**src/rtl/avg4_pkg.sv**
```systemverilog
package avg4_pkg;

    localparam int FLAG_W      = 32;
    localparam int FLG_NEG_OVF = 15;
    localparam int FLG_POS_OVF = 16;
    localparam int FLG_SAT     = 18;
    localparam int FLG_ERR     = 31;

    typedef enum logic [1:0] {
        ST_IDLE,
        ST_ACCUM,
        ST_CHECK,
        ST_COMMIT
    } seq_state_e;

endpackage

```
**src/rtl/avg4_ctrl.sv**
```systemverilog
module avg4_ctrl
    import avg4_pkg::*;
#(
    parameter  int NUM_TERMS = 4,
    localparam int IDX_W     = (NUM_TERMS > 1) ? $clog2(NUM_TERMS) : 1
) (
    input  logic             clk,
    input  logic             rst_n,
    input  logic             start_i,
    output logic             busy_o,
    output logic             load_o,
    output logic             acc_en_o,
    output logic [IDX_W-1:0] idx_o,
    output logic             check_en_o,
    output logic             commit_o
);

    localparam logic [IDX_W-1:0] LAST_IDX = IDX_W'(NUM_TERMS - 1);

    typedef struct packed {
        seq_state_e       state;
        logic [IDX_W-1:0] idx;
    } ctrl_s;

    ctrl_s c_d, c_q;

    always_comb begin
        c_d        = c_q;
        load_o     = 1'b0;
        acc_en_o   = 1'b0;
        check_en_o = 1'b0;
        commit_o   = 1'b0;
        case (c_q.state)
            ST_IDLE: begin
                if (start_i) begin
                    load_o    = 1'b1;
                    c_d.state = ST_ACCUM;
                    c_d.idx   = '0;
                end
            end
            ST_ACCUM: begin
                acc_en_o = 1'b1;
                if (c_q.idx == LAST_IDX) begin
                    c_d.state = ST_CHECK;
                end else begin
                    c_d.idx = c_q.idx + 1'b1;
                end
            end
            ST_CHECK: begin
                check_en_o = 1'b1;
                c_d.state  = ST_COMMIT;
            end
            ST_COMMIT: begin
                commit_o  = 1'b1;
                c_d.state = ST_IDLE;
            end
            default: c_d.state = ST_IDLE;
        endcase
    end

    always_ff @(posedge clk or negedge rst_n) begin
        if (!rst_n) begin
            c_q.state <= ST_IDLE;
            c_q.idx   <= '0;
        end else begin
            c_q <= c_d;
        end
    end

    assign busy_o = (c_q.state != ST_IDLE);
    assign idx_o  = c_q.idx;

    // the last accumulate step is followed by the check step
    p_accum_to_check_r9: assert property (@(posedge clk) disable iff (!rst_n)
        (acc_en_o && c_q.idx == LAST_IDX) |=> check_en_o);

    // a commit returns the sequencer to idle
    p_commit_to_idle_r9: assert property (@(posedge clk) disable iff (!rst_n)
        commit_o |=> !busy_o);

endmodule

```
**src/rtl/avg4_mac.sv**
```systemverilog
module avg4_mac #(
    parameter  int DEPTH_W   = 16,
    parameter  int SCALE_W   = 16,
    parameter  int NUM_TERMS = 4,
    parameter  int SUM_W     = 64,
    localparam int IDX_W     = (NUM_TERMS > 1) ? $clog2(NUM_TERMS) : 1
) (
    input  logic                           clk,
    input  logic                           rst_n,
    input  logic                           clear_i,
    input  logic                           en_i,
    input  logic [IDX_W-1:0]               idx_i,
    input  logic [SCALE_W-1:0]             scale_i,
    input  logic [NUM_TERMS*DEPTH_W-1:0]   depths_i,
    output logic signed [SUM_W-1:0]        sum_o
);

    localparam int PROD_W = SCALE_W + DEPTH_W + 1;

    logic [DEPTH_W-1:0]       lane [NUM_TERMS];
    logic [DEPTH_W-1:0]       pick;
    logic signed [PROD_W-1:0] prod;
    logic signed [SUM_W-1:0]  sum_d, sum_q;

    for (genvar k = 0; k < NUM_TERMS; k++) begin : g_lane
        assign lane[k] = depths_i[k*DEPTH_W +: DEPTH_W];
    end

    assign pick = lane[idx_i];
    assign prod = PROD_W'($signed(scale_i)) * PROD_W'($signed({1'b0, pick}));

    always_comb begin
        sum_d = sum_q;
        if (clear_i) begin
            sum_d = '0;
        end else if (en_i) begin
            sum_d = sum_q + SUM_W'(prod);
        end
    end

    always_ff @(posedge clk or negedge rst_n) begin
        if (!rst_n) begin
            sum_q <= '0;
        end else begin
            sum_q <= sum_d;
        end
    end

    assign sum_o = sum_q;

endmodule

```
**src/rtl/avg4_limit.sv**
```systemverilog
module avg4_limit
    import avg4_pkg::*;
#(
    parameter int SUM_W  = 64,
    parameter int FRAC_W = 12,
    parameter int ACC_W  = 32,
    parameter int OTZ_W  = 16
) (
    input  logic signed [SUM_W-1:0] sum_i,
    output logic [ACC_W-1:0]        acc_o,
    output logic [OTZ_W-1:0]        otz_o,
    output logic [FLAG_W-1:0]       flag_o
);

    localparam logic signed [SUM_W-1:0] POS_LIM = SUM_W'(1) << (ACC_W - 1);
    localparam logic signed [SUM_W-1:0] NEG_LIM = -POS_LIM;
    localparam logic signed [SUM_W-1:0] OTZ_MAX =
        {{(SUM_W-OTZ_W){1'b0}}, {OTZ_W{1'b1}}};

    logic signed [SUM_W-1:0] scaled;
    logic pos_ovf, neg_ovf, sat_lo, sat_hi;

    always_comb begin
        scaled  = sum_i >>> FRAC_W;
        pos_ovf = (sum_i >= POS_LIM);
        neg_ovf = (sum_i < NEG_LIM);
        sat_lo  = (scaled < 0);
        sat_hi  = (scaled > OTZ_MAX);

        if (sat_lo) begin
            otz_o = '0;
        end else if (sat_hi) begin
            otz_o = '1;
        end else begin
            otz_o = scaled[OTZ_W-1:0];
        end

        flag_o              = '0;
        flag_o[FLG_POS_OVF] = pos_ovf;
        flag_o[FLG_NEG_OVF] = neg_ovf;
        flag_o[FLG_SAT]     = sat_lo | sat_hi;
        flag_o[FLG_ERR]     = pos_ovf | neg_ovf | sat_lo | sat_hi;

        acc_o = sum_i[ACC_W-1:0];
    end

endmodule

```
**src/rtl/depth_avg4_unit.sv**
```systemverilog
module depth_avg4_unit
    import avg4_pkg::*;
#(
    parameter int DEPTH_W   = 16,
    parameter int SCALE_W   = 16,
    parameter int FRAC_W    = 12,
    parameter int NUM_TERMS = 4,
    parameter int ACC_W     = 32,
    parameter int OTZ_W     = 16,
    parameter int SUM_W     = 64
) (
    input  logic                         clk,
    input  logic                         rst_n,
    input  logic                         start_i,
    input  logic [SCALE_W-1:0]           scale_i,
    input  logic [NUM_TERMS*DEPTH_W-1:0] depth_i,
    output logic                         busy_o,
    output logic                         done_o,
    output logic [ACC_W-1:0]             acc_o,
    output logic [OTZ_W-1:0]             otz_o,
    output logic [FLAG_W-1:0]            flag_o
);

    localparam int DEPTHS_W = NUM_TERMS * DEPTH_W;
    localparam int IDX_W    = (NUM_TERMS > 1) ? $clog2(NUM_TERMS) : 1;

    typedef struct packed {
        logic [SCALE_W-1:0]  scale;
        logic [DEPTHS_W-1:0] depths;
        logic [ACC_W-1:0]    st_acc;
        logic [OTZ_W-1:0]    st_otz;
        logic [FLAG_W-1:0]   st_flag;
        logic [ACC_W-1:0]    acc;
        logic [OTZ_W-1:0]    otz;
        logic [FLAG_W-1:0]   flag;
        logic                done;
    } unit_s;

    unit_s r_d, r_q;

    logic                    load, acc_en, check_en, commit;
    logic [IDX_W-1:0]        idx;
    logic signed [SUM_W-1:0] sum;
    logic [ACC_W-1:0]        lim_acc;
    logic [OTZ_W-1:0]        lim_otz;
    logic [FLAG_W-1:0]       lim_flag;

    avg4_ctrl #(
        .NUM_TERMS (NUM_TERMS)
    ) u_ctrl (
        .clk        (clk),
        .rst_n      (rst_n),
        .start_i    (start_i),
        .busy_o     (busy_o),
        .load_o     (load),
        .acc_en_o   (acc_en),
        .idx_o      (idx),
        .check_en_o (check_en),
        .commit_o   (commit)
    );

    avg4_mac #(
        .DEPTH_W   (DEPTH_W),
        .SCALE_W   (SCALE_W),
        .NUM_TERMS (NUM_TERMS),
        .SUM_W     (SUM_W)
    ) u_mac (
        .clk      (clk),
        .rst_n    (rst_n),
        .clear_i  (load),
        .en_i     (acc_en),
        .idx_i    (idx),
        .scale_i  (r_q.scale),
        .depths_i (r_q.depths),
        .sum_o    (sum)
    );

    avg4_limit #(
        .SUM_W  (SUM_W),
        .FRAC_W (FRAC_W),
        .ACC_W  (ACC_W),
        .OTZ_W  (OTZ_W)
    ) u_limit (
        .sum_i  (sum),
        .acc_o  (lim_acc),
        .otz_o  (lim_otz),
        .flag_o (lim_flag)
    );

    always_comb begin
        r_d      = r_q;
        r_d.done = 1'b0;
        if (load) begin
            r_d.scale  = scale_i;
            r_d.depths = depth_i;
            r_d.flag   = '0;
        end
        if (check_en) begin
            r_d.st_acc  = lim_acc;
            r_d.st_otz  = lim_otz;
            r_d.st_flag = lim_flag;
        end
        if (commit) begin
            r_d.acc  = r_q.st_acc;
            r_d.otz  = r_q.st_otz;
            r_d.flag = r_q.st_flag;
            r_d.done = 1'b1;
        end
    end

    always_ff @(posedge clk or negedge rst_n) begin
        if (!rst_n) begin
            r_q <= '0;
        end else begin
            r_q <= r_d;
        end
    end

    assign done_o = r_q.done;
    assign acc_o  = r_q.acc;
    assign otz_o  = r_q.otz;
    assign flag_o = r_q.flag;

    // done lasts a single cycle
    p_done_pulse_r9: assert property (@(posedge clk) disable iff (!rst_n)
        done_o |=> !done_o);

    // accepted start clears status and marks busy
    p_flag_clear_r8: assert property (@(posedge clk) disable iff (!rst_n)
        (start_i && !busy_o) |=> (flag_o == '0) && busy_o);

    // operands are frozen while busy
    p_ignore_start_r10: assert property (@(posedge clk) disable iff (!rst_n)
        (start_i && busy_o) |=> $stable(r_q.scale) && $stable(r_q.depths));

    // summary bit tracks the error bits at every result
    p_err_summary_r7: assert property (@(posedge clk) disable iff (!rst_n)
        done_o |-> flag_o[FLG_ERR] ==
                   (flag_o[FLG_NEG_OVF] | flag_o[FLG_POS_OVF] | flag_o[FLG_SAT]));

    // the two overflow directions never coexist
    p_ovf_exclusive_r4: assert property (@(posedge clk) disable iff (!rst_n)
        done_o |-> !(flag_o[FLG_NEG_OVF] && flag_o[FLG_POS_OVF]));

    // an unclamped ordering depth is the scaled slice of the accumulator
    p_otz_matches_acc_r3: assert property (@(posedge clk) disable iff (!rst_n)
        (done_o && !flag_o[FLG_SAT]) |->
            (otz_o == acc_o[FRAC_W+OTZ_W-1:FRAC_W]) &&
            (acc_o[ACC_W-1:FRAC_W+OTZ_W] == '0));

endmodule

```
**config.mk**
```make
export PLATFORM = sky130hd
export DESIGN_NAME = depth_avg4_unit
export DESIGN_NICKNAME = d
export VERILOG_FILES = /design/src/rtl/avg4_pkg.sv /design/src/rtl/avg4_ctrl.sv /design/src/rtl/avg4_mac.sv /design/src/rtl/avg4_limit.sv /design/src/rtl/depth_avg4_unit.sv
export SDC_FILE = /design/constraint.sdc
export NUM_CORES = 1
export LEC_CHECK = 0
export BUFFER_PORTS_ARGS = -buffer_cell sky130_fd_sc_hd__buf_2
export CAP_MARGIN = 20
export CORE_MARGIN = 2
export CORE_UTILIZATION = 50
export CTS_CLUSTER_DIAMETER = 40
export DETAILED_ROUTE_END_ITERATION = 16
export HOLD_SLACK_MARGIN = 0.05
export PLACE_DENSITY = 0.68
export RECOVER_POWER = 100
export SYNTH_ARGS = -nofsm -noshare
export SYNTH_HDL_FRONTEND = slang
export SYNTH_SLANG_ARGS = --single-unit
```
**constraint.sdc**
```tcl
create_clock -name clk -period 18.6 [get_ports clk]
set_input_delay 3.72 -clock clk [delete_from_list [all_inputs] [get_ports clk]]
set_output_delay 3.72 -clock clk [all_outputs]
set_load 0.01 [all_outputs]
```
* Word level (Yosys, flattened, before mapping)
Index checks and enable logic that the tools add are counted. W data, S select, Z words.
Word-level totals: register bits after elaboration 281, input port bits 83, output and inout bits 82, logic and storage cells 58
Operators by class: add/sub/neg operators 2, $mul 1, magnitude comparators 5, equality and inequality tests 7, muxes and demuxes 19, bitwise logic cells 5, reduce and logical (&&, ||, !) cells 7
Operators with widths (number):
- $mux W64 | 2
- $add A64 B33 Y64 | 1
- $ge A64 B33 Y1 const B | 1
- $lt A64 B32 Y1 const B | 1
- $mux W16 | 4
- $gt A52 B17 Y1 const B | 1
- $lt A52 B1 Y1 const B | 1
- $mul A16 B17 Y33 | 1
- $mux W33 | 1
- $bmux W16 S2 | 1
- $mux W32 | 1
- $pmux W2 S4 | 1
- $reduce_bool A2 Y1 | 4
- $eq A2 B2 Y1 const B | 3
- $mux W1 | 5
- $mux W2 | 2
- $mux W4 | 1
- $ne A2 B2 Y1 const B | 2
- $or A1 B1 Y1 | 4
- $pmux W2 S2 | 1
- $ge A3 B3 Y1 const B | 1
- $not A2 Y3 | 1
- $reduce_and A3 Y1 | 1
- $add A2 B1 Y2 const B | 1
- 4 further kinds | 4

* Depth between registers and ports, before layout
word-level depth 8, gate-level depth with buffers 27, mapped depth without buffers 24

* Hierarchy
A second synthesis with hierarchy kept.
Unflattened totals: cell total of the unflattened synthesis 2516, area total of the unflattened synthesis 27126.0 um2
Modules (own cells, without submodules):
- avg4_mac | instances 1, cells an instance 1759, area each 15433.6 um2, sequential area each 1601.5 um2
- depth_avg4_unit | instances 1, cells an instance 592, area each 10443.8 um2, sequential area each 6030.8 um2
- avg4_limit | instances 1, cells an instance 134, area each 934.6 um2, sequential area each 0.0 um2
- avg4_ctrl | instances 1, cells an instance 31, area each 314.1 um2, sequential area each 100.1 um2

* Least setup slack after synthesis
No wires, ideal clock.
kind flip-flop to flip-flop, start point reg, netlist name u_ctrl.idx_o[0], end point reg u_mac.sum_q[63] (netlist: u_mac.sum_o[63]), setup time 0.077 ns, data arrival time 8.019 ns, data required time 18.523 ns, slack 10.504 ns, cell stages (with the launch flop) 26, buffers on the path 3, clock period less this slack 8.096 ns, cell sequence dfrtp_1 > clkbuf_1 > clkbuf_1 > mux4_2 > clkbuf_1 > and2_1 > fa_1 > inv_1 > fa_1 > fa_1 > inv_1 > fa_1 > fa_1 > inv_1 > fa_1 > inv_1 > ha_1 > nand2_2 > nor3_1 > a211oi_1 > a211oi_4 > a21oi_2 > or4_4 > and4_4 > or4_1 > a21oi_1
On the way: longest elaborated chain between the ends 8
Ends and longest elaborated chain:
- $not A2 Y3 (implied by the code) | RTL line avg4_mac.sv:29 | assign pick = lane[idx_i];
- $bmux W16 S2 | RTL line avg4_mac.sv:29
- $mux W16 (implied by the code) (2 in a row) | RTL line avg4_mac.sv:29
- $mul A16 B17 Y33 | RTL line avg4_mac.sv:30 | assign prod = PROD_W'($signed(scale_i)) * PROD_W'($signed({1'b0, pick}));
- $add A64 B33 Y64 | RTL line avg4_mac.sv:37 | sum_d = sum_q + SUM_W'(prod);
- $mux W64 | RTL line avg4_mac.sv:36 | end else if (en_i) begin
- $mux W64 | RTL line avg4_mac.sv:34 | if (clear_i) begin
- end signal: assignment | RTL line avg4_mac.sv:45 | sum_q <= sum_d;
- end: declaration | RTL line avg4_mac.sv:23 | logic signed [SUM_W-1:0] sum_d, sum_q;
Every way passes these cells. The select of a mux whose other input is x is not followed. A chain may end at the register's enable or synchronous reset.

==> flow_summary.yaml <==
floorplan:
  chipWidth_um: 222
  initial_utilization: 0.509
  core.rowCount: 79
  die-area_mm2: 0.0492
  dieHeight_um: 222
  ioPinCount: 165
  core_mm2: 0.0467
clocking:
  path_clk_slew_ns: 0.05
  htree_levels: 2
  clock_latency_ns: 0.61
  cts_max_path_buffers: 3
  cts_tree: "built"
  post_cts_buffers: 0
  hold_buffers: 0
  cts-resized-gates: 0
  clkSinkCount: 253
  cts_buffers: 48
  cts_root_buf: "clkbuf_16"
global_route:
  first_global_vias: 18100
  grt_pass1_wl_um: 99600
  track_usage: 0.256
  grt_max_degree: 130
  overflow: 0
  antenna_found_initial: 0
min_path:
  hold_path_depth: 2
  hold_class: "register to register"
timing:
  finClkSkew_ns: 0.0517
  post-route-min-period_ns: 11.48
  setup_violations: 0
  finalHoldViolations: 0
  fin_tns_setup_ns: 0
  rsz0062_at_grt: "no"
  period_share: 0.617
  slew_headroom: -3.98
  fmax_ghz: 0.0871
  drv_slew: 441
  tightest_slew_ns: 7.46
worst_setup_path:
  crit_path_max_incr_delay_ns: 5.11
  cp.depth: 2
  path_max_fanout: 129
  cp_slowest_cell: "clkbuf_1"
  worstSetupPathType: "primary input to asynchronous set/reset pin"
  critPathTopFamily: "buffers and inverters"
  critical_path_arrival_ns: 11.46
  path_buf_inv: 2
  crit_required_ns: 18.58
  r2r_cells: 23
  end_kind: "asynchronous set/reset pin"
  worstPathCellList: "clkbuf_1, clkbuf_1"
  start_kind: "primary input"
  crit_top_cell: "clkbuf_1"
routing:
  met3_length_um: 3720
  dr_wl_met2_um: 28900
  drc: 0
  dr.pass1.iters: 7
  drtAntennaViolNets: 0
  wire_per_inst_um: 19.4
  m1WireLength_um: 28000
  num_vias: 17700
  wl_um: 62100
  viasPerCell: 5.52
  top_layer: "met4"
  drt_iter0_drc: 1299
yosys:
  ys_warn_count: 0
  synth_top_area_cell: "dfrtp_1"
  seq_area_frac_synth: 0.267
  synth_edf_count: 0
  avgSynthCellArea_um2: 9.41
  synthArstFlopShare: 1.00
  ys_seq_elements: 253
  synthTopCellsByArea: "dfrtp_1 (27%), fa_1 (19%), ha_1 (11%)"
  yosys.area.top_type_share: 0.267
  yosysUniqueCellTypes: 83
  netlist_instances: 2523
  ys.flop_type: "dfrtp_1"
  syn-cell-area_mm2: 0.0237
final_layout:
  drive_above_1_share: 0.117
  area_growth_syn_to_layout_pct: 8.50
  nets: 3075
  diodes: 0
  fill_cells: 4209
  final_cell_mix: "nand2_1 (432), inv_1 (353), dfrtp_1 (253)"
  final_common_cell: "nand2_1"
job:
  drv_cap: 8
placed_design:
  gp_congestion: 0.903
  port_buffers: 136
  dpl.hpwl_um: 47400
outcome:
  violations: "capacitance limit, slew limit"
  outcome: "complete, but fails checks"
==> cells by family after synthesis <==
group                    share of synthesized area
AND/OR/NAND/NOR                              0.154
flip-flops                                   0.267
multiplexers                                0.0794
AO/OA/AOI/OAI                               0.0737
adder cells (fa/ha/maj)                      0.305
other                                     0.000158
XOR/XNOR                                    0.0188
buffers and inverters                        0.103
==> flip-flops by register name (all words and copies together) (netlist names) <==
name,cells
otz_o,16
flag_o,4
acc_o,32
u_ctrl.idx_o,2
r_q,132
done_o,1
u_ctrl.c_q,2
u_mac.sum_o,64
==> final timing paths <==
check                                  end  slack (ns)             from
min reg2reg                       r_q[189]        0.48         r_q[189]
min in group asynchronous         r_q[139]        5.95            rst_n
max                               r_q[152]        7.12            rst_n
max in group clk           u_mac.sum_o[63]        9.31  u_ctrl.idx_o[0]
max reg2reg                u_mac.sum_o[63]        9.31  u_ctrl.idx_o[0]
min                               r_q[189]        0.48         r_q[189]
==> worst register-to-register path, delay by kind of cell (launching register included) <==
| kind | cells | cell delay [ns] |
|---|---|---|
| adder cells (fa/ha/maj) | 7 | 3.47 |
| AO/OA/AOI/OAI | 5 | 1.70 |
| AND/OR/NAND/NOR | 5 | 1.60 |
| buffers and inverters | 5 | 1.09 |
| multiplexers | 1 | 0.84 |
| flip-flops | 1 | 0.49 |
==> per-layer routing <==
metal / up-vias / global-route usage
li1: 8091 / -
met1: 8977 / 0.368
met2: 503 / 0.407
met3: 86 / 0.0390
met4: 0 / 0.0676
met5: - / 0
==> Yosys cell counts (20+ instances only) <==
library cell  number
a21oi_1          103
nand4_1           30
a21o_1            20
inv_1            353
fa_1             227
mux2_2            97
xnor2_1           39
ha_1             215
buf_4             82
and2_1           126
clkbuf_1          88
dfrtp_1          253
nand2_1          432
mux2i_1           43
nor2_1           108
o21ai_0           49
==> final cells by class <==
class	instances	area (um^2)	area share
clock buffer	54	1230	0.0479
clock inverter	35	368	0.0143
inverter	353	1330	0.0515
multi-input combinational	1747	15100	0.585
sequential	253	6330	0.246
tap	607	759	0.0295
timing repair buffer	147	674	0.0262
==> per-stage QoR <==
stage | instance area (um^2) | cells | hold slack, ns | setup WS [ns] | utilization
after floorplan | 23800 | 2550 | 0.440 | 10.50 | -
after global placement | 24300 | 3106 | 0.454 | 10.29 | 0.520
after detailed placement | 24300 | 3106 | 0.462 | 10.11 | 0.520
after CTS | 25900 | 3195 | 0.476 | 10.12 | 0.555
after global routing | 25700 | 3196 | 0.491 | 5.24 | 0.552
final | 25700 | 3196 | 0.476 | 7.12 | 0.552
Power is not shown: default switching activity piles up to over one toggle a cycle in this logic, so the estimate is an artifact.
